$ cat src/rtl/tbmlp_pkg.sv
package tbmlp_pkg;

  // Clamp an integer code into the signed range of a w-bit word.
  function automatic int clamp_code(input int v, input int w);
    int hi;
    int lo;
    hi = (1 << (w - 1)) - 1;
    lo = -(1 << (w - 1));
    if (v > hi) return hi;
    if (v < lo) return lo;
    return v;
  endfunction

endpackage

$ cat src/rtl/tbmlp_hidden_unit.sv
module tbmlp_hidden_unit #(
  parameter int DATA_W = 16,
  parameter int FRAC_W = 10,
  parameter int W_CODE = 1024,
  parameter int B_CODE = 0,
  localparam int U_FRAC = 2 * FRAC_W,
  localparam int ACT_W  = U_FRAC + 1
) (
  input  logic                     clk,
  input  logic                     rst,
  input  logic                     in_valid,
  input  logic signed [DATA_W-1:0] in_data,
  output logic                     act_valid,
  output logic        [ACT_W-1:0]  act_q
);
  localparam int U_W = 2 * DATA_W + 1;
  localparam logic signed [DATA_W-1:0] W_Q = DATA_W'(tbmlp_pkg::clamp_code(W_CODE, DATA_W));
  localparam logic signed [DATA_W-1:0] B_Q = DATA_W'(tbmlp_pkg::clamp_code(B_CODE, DATA_W));
  localparam logic signed [U_W-1:0] ONE_S = {{(U_W-U_FRAC-1){1'b0}}, 1'b1, {U_FRAC{1'b0}}};
  localparam logic        [U_W-1:0] ONE_U = {{(U_W-U_FRAC-1){1'b0}}, 1'b1, {U_FRAC{1'b0}}};

  // Stage 1: affine term at full precision
  logic signed [U_W-1:0] p_ext, w_ext, b_ext, u_c, u_q;
  logic                  aff_valid;

  assign p_ext = U_W'(in_data);
  assign w_ext = U_W'(W_Q);
  assign b_ext = U_W'(B_Q) <<< FRAC_W;
  assign u_c   = p_ext * w_ext + b_ext;

  always_ff @(posedge clk) begin
    if (rst) aff_valid <= 1'b0;
    else     aff_valid <= in_valid;
    if (in_valid) u_q <= u_c;
  end

  // Stage 2: triangular activation
  logic [U_W-1:0]   mag_c;
  logic [ACT_W-1:0] act_c;

  assign mag_c = u_q[U_W-1] ? U_W'(-u_q) : U_W'(u_q);
  assign act_c = (mag_c <= ONE_U) ? ACT_W'(ONE_U - mag_c) : '0;

  always_ff @(posedge clk) begin
    if (rst) act_valid <= 1'b0;
    else     act_valid <= aff_valid;
    if (aff_valid) act_q <= act_c;
  end

  AST_ACT_BOUNDED: assert property (@(posedge clk) disable iff (rst)
    act_valid |-> (act_q <= ACT_W'(ONE_U)));

  AST_ACT_ONLY_INSIDE: assert property (@(posedge clk) disable iff (rst)
    (act_valid && (act_q != '0)) |-> (($past(u_q) > -ONE_S) && ($past(u_q) < ONE_S)));

endmodule

$ cat src/rtl/tbmlp_output_sum.sv
module tbmlp_output_sum #(
  parameter int DATA_W = 16,
  parameter int FRAC_W = 10,
  parameter int N_HID  = 4,
  parameter int OUT_W [N_HID] = '{5471, -340, -6752, -3838},
  parameter int OUT_B  = 8643,
  localparam int ACT_W = 2 * FRAC_W + 1
) (
  input  logic                           clk,
  input  logic                           rst,
  input  logic                           act_valid,
  input  logic [N_HID-1:0][ACT_W-1:0]    acts,
  output logic                           o_valid,
  output logic signed [DATA_W-1:0]       o_data
);
  localparam int SHIFT = 2 * FRAC_W;
  localparam int ACC_W = DATA_W + ACT_W + 1 + $clog2(N_HID) + 2;
  localparam logic signed [DATA_W-1:0] B_Q = DATA_W'(tbmlp_pkg::clamp_code(OUT_B, DATA_W));
  localparam logic signed [ACC_W-1:0] HALF = ACC_W'(64'sd1 <<< (SHIFT - 1));
  localparam logic signed [ACC_W-1:0] HI_A = ACC_W'((64'sd1 <<< (DATA_W - 1)) - 64'sd1);
  localparam logic signed [ACC_W-1:0] LO_A = -HI_A - ACC_W'(1);

  logic signed [ACC_W-1:0] term [N_HID];

  for (genvar gi = 0; gi < N_HID; gi++) begin : g_term
    localparam logic signed [DATA_W-1:0] WQ = DATA_W'(tbmlp_pkg::clamp_code(OUT_W[gi], DATA_W));
    assign term[gi] = ACC_W'(WQ) * ACC_W'($signed({1'b0, acts[gi]}));
  end

  logic signed [ACC_W-1:0] acc_c, rnd_c;
  logic signed [DATA_W-1:0] sat_c;

  always_comb begin
    acc_c = ACC_W'(B_Q) <<< SHIFT;
    for (int i = 0; i < N_HID; i++) acc_c = acc_c + term[i];
    rnd_c = (acc_c + HALF) >>> SHIFT;
    if (rnd_c > HI_A)      sat_c = HI_A[DATA_W-1:0];
    else if (rnd_c < LO_A) sat_c = LO_A[DATA_W-1:0];
    else                   sat_c = rnd_c[DATA_W-1:0];
  end

  always_ff @(posedge clk) begin
    if (rst) begin
      o_valid <= 1'b0;
      o_data  <= '0;
    end else begin
      o_valid <= act_valid;
      if (act_valid) o_data <= sat_c;
    end
  end

  AST_OUT_HOLD: assert property (@(posedge clk) disable iff (rst)
    !o_valid |-> $stable(o_data));

  AST_SAT_HIGH: assert property (@(posedge clk) disable iff (rst)
    (o_valid && $past(rnd_c > HI_A)) |-> (o_data == HI_A[DATA_W-1:0]));

  AST_SAT_LOW: assert property (@(posedge clk) disable iff (rst)
    (o_valid && $past(rnd_c < LO_A)) |-> (o_data == LO_A[DATA_W-1:0]));

endmodule

$ cat src/rtl/tribas_mlp_predistorter.sv
module tribas_mlp_predistorter #(
  parameter int DATA_W = 16,
  parameter int FRAC_W = 10,
  parameter int N_HID  = 4,
  parameter int HID_W [N_HID] = '{-1582, -103, 87, -300},
  parameter int HID_B [N_HID] = '{25255, 1023, -300, 10},
  parameter int OUT_W [N_HID] = '{5471, -340, -6752, -3838},
  parameter int OUT_B  = 8643
) (
  input  logic                     clk,
  input  logic                     rst,
  input  logic                     in_valid,
  input  logic signed [DATA_W-1:0] in_amp,
  output logic                     out_valid,
  output logic signed [DATA_W-1:0] out_amp
);
  localparam int ACT_W = 2 * FRAC_W + 1;

  logic [N_HID-1:0]             lane_valid;
  logic [N_HID-1:0][ACT_W-1:0]  lane_act;

  for (genvar gi = 0; gi < N_HID; gi++) begin : g_hidden
    tbmlp_hidden_unit #(
      .DATA_W (DATA_W),
      .FRAC_W (FRAC_W),
      .W_CODE (HID_W[gi]),
      .B_CODE (HID_B[gi])
    ) u_unit (
      .clk       (clk),
      .rst       (rst),
      .in_valid  (in_valid),
      .in_data   (in_amp),
      .act_valid (lane_valid[gi]),
      .act_q     (lane_act[gi])
    );
  end

  tbmlp_output_sum #(
    .DATA_W (DATA_W),
    .FRAC_W (FRAC_W),
    .N_HID  (N_HID),
    .OUT_W  (OUT_W),
    .OUT_B  (OUT_B)
  ) u_sum (
    .clk       (clk),
    .rst       (rst),
    .act_valid (lane_valid[0]),
    .acts      (lane_act),
    .o_valid   (out_valid),
    .o_data    (out_amp)
  );

  // Elaboration-time range check of the constants
  initial begin
    for (int i = 0; i < N_HID; i++) begin
      if (tbmlp_pkg::clamp_code(HID_W[i], DATA_W) != HID_W[i])
        $display("WARNING: hidden weight %0d code %0d clamped", i, HID_W[i]);
      if (tbmlp_pkg::clamp_code(HID_B[i], DATA_W) != HID_B[i])
        $display("WARNING: hidden bias %0d code %0d clamped", i, HID_B[i]);
      if (tbmlp_pkg::clamp_code(OUT_W[i], DATA_W) != OUT_W[i])
        $display("WARNING: output weight %0d code %0d clamped", i, OUT_W[i]);
    end
    if (tbmlp_pkg::clamp_code(OUT_B, DATA_W) != OUT_B)
      $display("WARNING: output bias code %0d clamped", OUT_B);
  end

  AST_LANES_ALIGNED: assert property (@(posedge clk) disable iff (rst)
    ((&lane_valid) || !(|lane_valid)));

  AST_LATENCY: assert property (@(posedge clk) disable iff (rst)
    (!$past(rst) && !$past(rst, 2) && !$past(rst, 3)) |-> (out_valid == $past(in_valid, 3)));

  AST_RESET_QUIET: assert property (@(posedge clk) disable iff (rst)
    $past(rst) |-> (!out_valid && (out_amp == '0)));

endmodule

$ cat config.mk
export PLATFORM = sky130hd
export DESIGN_NAME = tribas_mlp_predistorter
export DESIGN_NICKNAME = d
export VERILOG_FILES = /design/src/rtl/tbmlp_pkg.sv /design/src/rtl/tbmlp_hidden_unit.sv /design/src/rtl/tbmlp_output_sum.sv /design/src/rtl/tribas_mlp_predistorter.sv
export SDC_FILE = /design/constraint.sdc
export NUM_CORES = 2
export LEC_CHECK = 0
export BUFFER_PORTS_ARGS = -buffer_cell sky130_fd_sc_hd__buf_2
export CAP_MARGIN = 5
export CELL_PAD_IN_SITES_DETAIL_PLACEMENT = 0
export CELL_PAD_IN_SITES_GLOBAL_PLACEMENT = 1
export CORE_ASPECT_RATIO = 1.2
export CORE_MARGIN = 2
export CORE_UTILIZATION = 40
export DETAILED_ROUTE_END_ITERATION = 10
export PLACE_DENSITY_LB_ADDON = 0.1
export SYNTH_ARGS = -nofsm -noshare
export SYNTH_HDL_FRONTEND = slang
export SYNTH_SLANG_ARGS = --single-unit
$ cat constraint.sdc
create_clock -name clk -period 9.8 [get_ports clk]
set_input_delay 2.94 -clock clk [delete_from_list [all_inputs] [get_ports clk]]
set_output_delay 2.94 -clock clk [all_outputs]
set_load 0.01 [all_outputs]
# After elaboration in Yosys (flattened, before gate mapping)
# Index checks and enable logic that the tools add are counted.
# W data, S select, Z words.
# classes
mul,8
n_addsub,17
n_mux,6
magnitude_cmp,6
# ops
cell,count
$le A33 B21 Y1 const B,4
$mux W33,4
$neg A33 Y33,4
$add A42 B42 Y42,3
$sub A21 B21 Y21 const A,4
$mul A16 B8 Y24 const B,3
$add A35 B42 Y42 const A,1
$add A42 B21 Y42 const B,1
$mul A12 B22 Y34 const A,1
$mul A13 B21 Y34 const A,1
$add A33 B15 Y33 const B,1
$add A33 B20 Y33 const B,1
$add A33 B21 Y33 const B,1
$add A33 B26 Y33 const B,1
$mux W16,2
$mul A9 B22 Y31 const A,1
$mul A8 B22 Y30 const A,1
$mul A16 B11 Y27 const B,1
$gt A22 B16 Y1 const B,1
$lt A22 B16 Y1 const B,1
# totals
output_inout_bits,17
reg_bits,235

# Depth between registers and ports, before layout
# depth
ltp_word,9
mapped_depth,39
depth_no_buf,38

# Hierarchy
# From an unflattened synthesis, not the netlist that was laid out.
# hier_totals
hier_cells,4727
hier_area_um2,44428.9
# by_module_without_submodules
module,cells_each,seq_area_each_um2,area_per_inst_um2,n_inst
tbmlp_output_sum,2216,340.3,20266.9,1
tbmlp_hidden_unit (g_hidden[0].u_unit),695,1481.4,6842.8,1
tbmlp_hidden_unit (g_hidden[2].u_unit),609,1421.4,5855.6,1
tbmlp_hidden_unit (g_hidden[3].u_unit),622,1361.3,5791.8,1
tbmlp_hidden_unit (g_hidden[1].u_unit),585,1421.4,5671.7,1

# Worst setup path after synthesis
# No wires, ideal clock.
# synth_path
kind,register -> register
from,register g_hidden[0].u_unit.act_q[16]
to,register u_sum.o_data[14]
path_buffers,1
t_arrival_ns,8.520
synth_period_minus_slack_ns,8.606
path_stages_with_launch,36
setup_time_ns,0.086
slack_ns,1.194
cell_sequence,edfxtp_1 inv_1 fa_1 fa_1 fa_1 inv_1 fa_1 inv_1 fa_1 inv_1 ha_1 a21o_1 a21oi_1 nor3b_1 nor3b_1 nor3_1 o21a_1 o21ai_0 nand2b_1 a21oi_1 xnor2_1 fa_1 fa_1 ha_1 a211oi_1 o21ai_0 a211o_1 a31oi_1 a2bb2oi_1 o211ai_1 a21oi_1 xor2_1 o21ai_1 clkbuf_1 nand2_1 a211oi_1
# synth_between
elab_chain_cells,9
# synth_lines
item,line_no,source
"start, declared",tbmlp_hidden_unit.sv:14,output logic [ACT_W-1:0] act_q
"start signal, assigned",tbmlp_hidden_unit.sv:47,if (aff_valid) act_q <= act_c;
$mul A13 B21 Y34 *,tbmlp_output_sum.sv:27,"assign term[gi] = ACC_W'(WQ) * ACC_W'($signed({1'b0, acts[gi]}));"
$add A35 B42 Y42 *,tbmlp_output_sum.sv:35,for (int i = 0; i < N_HID; i++) acc_c = acc_c + term[i];
$add A42 B42 Y42 * (3 in a row),tbmlp_output_sum.sv:35,
$add A42 B21 Y42 *,tbmlp_output_sum.sv:36,rnd_c = (acc_c + HALF) >>> SHIFT;
$lt A22 B16 Y1,tbmlp_output_sum.sv:38,else if (rnd_c < LO_A) sat_c = LO_A[DATA_W-1:0];
$mux W16,tbmlp_output_sum.sv:38,
$mux W16 *,tbmlp_output_sum.sv:37,if (rnd_c > HI_A) sat_c = HI_A[DATA_W-1:0];
"end signal, assigned",tbmlp_output_sum.sv:48,if (act_valid) o_data <= sat_c;
"end, declared",tbmlp_output_sum.sv:14,output logic signed [DATA_W-1:0] o_data
# Every way passes the cells marked *; elsewhere a longest branch is shown, timed or not.
# A chain may end at the register's enable or synchronous reset.

# Worst setup path after layout
# layout_path
from,register g_hidden[0].u_unit.act_q[10]
to,register u_sum.o_data[13]
# Same word-level chain as after synthesis.

==> results.toml <==
[global_routing]
grtUsageMet1_pct = 23.9
grt_pass1_wl_mm = 163
grt_busiest_layer = "met2"
gr-usage-met3_pct = 1.04
antenna_found_initial = 0
grt_pass1_vias = 29961
grtUsageMet2_pct = 37.1
grt_max_degree = 70
grt.total_usage_pct = 19.8
grt_overflow_total = 0

[final_layout]
synthToLayoutAreaGrowth_pct = 7.32
finalNetCount = 5599
drive_gt1_share_pct = 4.83
stdcell_count = 5757
nFillCells = 10203

[synthesis]
syn-cell-area_um2 = 41000
synth_cell_types = 85
synth.area.top_cells = "fa_1 23%, ha_1 22%, edfxtp_1 15%"
synth_sequential_area_ratio_pct = 15.8
synth.ff_latch_count = 222
ys.warnings.count = 0
synthArstFlopShare_pct = 0
avgSynthCellArea_um2 = 9.51
syn_nets = 5543
synth.top_cell.area_share_pct = 23.3
synth_top_area_cell = "fa_1"
synth_top_flop_cell = "edfxtp_1"
synthCells = 4315
synth_edf_count = 203

[hold_path]
hold_path.class = "reg2reg"
hp-start = "u_sum.o_data[15]"

[sta]
max_freq_ghz = 0.109
fin_crit_ps = 9170
slew_viol_final = 0
finalSetupTns_ps = 0
clock_skew_ps = 35.4
rsz0062_at_grt = "false"
final_hold_viol_count = 0
tightest_slew_ps = 915
timing.hold.ws_ps = 474
finalSetupViolations = 0
slew_headroom_pct = 38.1
period_share_pct = 93.6

[worst_setup_path]
worstPathArrival_ps = 9670
cp.required_ps = 10300
cp_slowest_cell = "fa_1"
cp-start-kind = "flop"
cp_common_cell = "fa_1"
end_kind = "flop"
crit_path_start = "g_hidden[0].u_unit.act_q[10]"
crit_type = "reg2reg"
max_stage_delay_ps = 530
rr_startpoint = "g_hidden[0].u_unit.act_q[10]"
worstPathMaxFanout = 15

[placed_design]
portBuffers = 35
placed_cells = 5705
dp_hpwl_mm = 89.7
gp_congestion = 0.897

[detailed_routing]
dr.pass1.iters = 5
ant_nets = 0
vias_per_cell = 4.97
finalWirelength_mm = 102
vias = 28627
drc = 0
wl_per_cell_um = 17.8
dr.first_iter.drc_count = 975

[clocking]
cts_tree = "built"
clock_sinks = 222
cts.clk_slew.worst_paths_ps = 70
clk_path_buf_depth = 3
htreeDepth = 1
cts_buffers = 27
cts.root.buffer_cell = "clkbuf_16"
clock_latency_ps = 590

[die]
initial_utilization_pct = 40.4
io_pins = 36
die_y_um = 355
rows = 128
die_area_um2 = 105000
coreArea_um2 = 102000
die_x_um = 296

[job]
drv_cap = 0

[outcome]
outcome = "complete, no violations"
-- critical path: cells and delay by family (launching register included) --
| family | cells | cell delay (ps) |
|---|---|---|
| xor gates and xnor gates | 2 | 230 |
| adders and majority gates | 9 | 4120 |
| buffers and inverters | 5 | 580 |
| AOI/OAI and AO/OA | 15 | 3240 |
| and+or+nand+nor | 3 | 440 |
| DFF | 1 | 480 |
-- through the flow --
step | util (%) | worst slack, ps | cell area (um2)
detailed placement | 42.4 | 379 | 43100
CTS | 43.2 | 368 | 44000
global route | 43.3 | 27.7 | 44000
global placement | 42.4 | 467 | 43100
finish | 43.3 | 627 | 44000
floorplan | - | 1190 | 41000
-- area by class of cell --
type	count	area, um2	share of cell area (%)
flip-flops and latches	222	6480	14.7
clock buffers	31	691	1.57
repair buffers	92	618	1.40
inverters	878	3300	7.49
multi-input cells	3150	31000	70.4
clock inverters	18	218	0.494
diodes	1	2.50	0.00568
well taps	1365	1710	3.88
-- registers in the layout, summed over array words and instances (netlist names) --
| name | count |
|---|---|
| g_hidden.u_unit.act_valid | 1 |
| g_hidden.u_unit.act_q | 81 |
| u_sum.o_valid | 1 |
| u_sum.o_data | 16 |
| g_hidden.u_unit.aff_valid | 1 |
| g_hidden.u_unit.u_q | 122 |
-- synthesized netlist by cell type (all sizes together), types with 12 or more instances --
cell type / instances
a211oi: 36
a21o: 72
a21oi: 171
a31oi: 29
and2: 14
and3: 30
buf: 13
clkbuf: 52
dfxtp: 19
edfxtp: 203
fa: 477
ha: 732
inv: 877
nand2: 196
nand2b: 38
nand3: 71
nand4: 17
nor2: 255
nor2b: 44
nor3: 68
nor4: 32
o211ai: 23
o21a: 49
o21ai: 120
o21bai: 24
o22ai: 12
o31ai: 31
or2: 31
or3: 33
or4: 24
xnor2: 201
xor2: 160
-- cell families after synthesis --
family	Yosys count	share of synthesized area, %
fa+ha+maj	1209	45.6
buf+inv	943	8.72
simple gates	888	10.9
compound gates	676	10.9
xor+xnor	361	7.70
flops	222	15.8
mux	16	0.409
-- worst paths after layout --
| kind | cells past startpoint | slack (ps) | end |
|---|---|---|---|
| max | 34 | 630 | u_sum.o_data[13] |
| max reg2reg | 34 | 630 | u_sum.o_data[13] |
| min reg2reg | 2 | 470 | u_sum.o_data[15] |
| min | 2 | 470 | u_sum.o_data[15] |
-- cell usage in the layout (no fill, tap or decap), types with 20 or more instances in the layout --
cell type,Yosys,layout
o31ai_1,30,30
nor2b_1,44,44
and3_1,30,30
xor2_1,160,160
xnor2_1,201,201
fa_1,477,477
nand2_1,196,196
nand2b_1,38,38
or4_1,20,20
ha_1,732,732
nor3_1,66,66
clkbuf_16,0,27
a21o_1,72,72
buf_2,4,34
or3_1,33,33
nand3_1,71,71
a21oi_1,171,170
o21bai_1,24,24
inv_1,877,873
or2_2,29,29
o21a_1,49,49
a211oi_1,36,36
o21ai_0,113,112
a31oi_1,29,28
edfxtp_1,203,203
nor4_1,27,27
nor2_1,244,244
o211ai_1,23,23
buf_4,0,57
-- layer usage --
layer / up-vias / wire length, um
li1: 14510 / -
met1: 13765 / 43200
met2: 233 / 53700
met3: 119 / 1410
met4: 0 / 3950
met5: - / 0
-- repair_timing --
item                                    in CTS  in global routing
endpoints found under the setup margin       0                 15
hold buffers                                 0                  0
buffers inserted                             0                  2
gates resized for setup                      0                 12
Power is left out: the tool's default activity adds up to more than one toggle a clock period on the data nets, which glitch-free logic cannot reach.
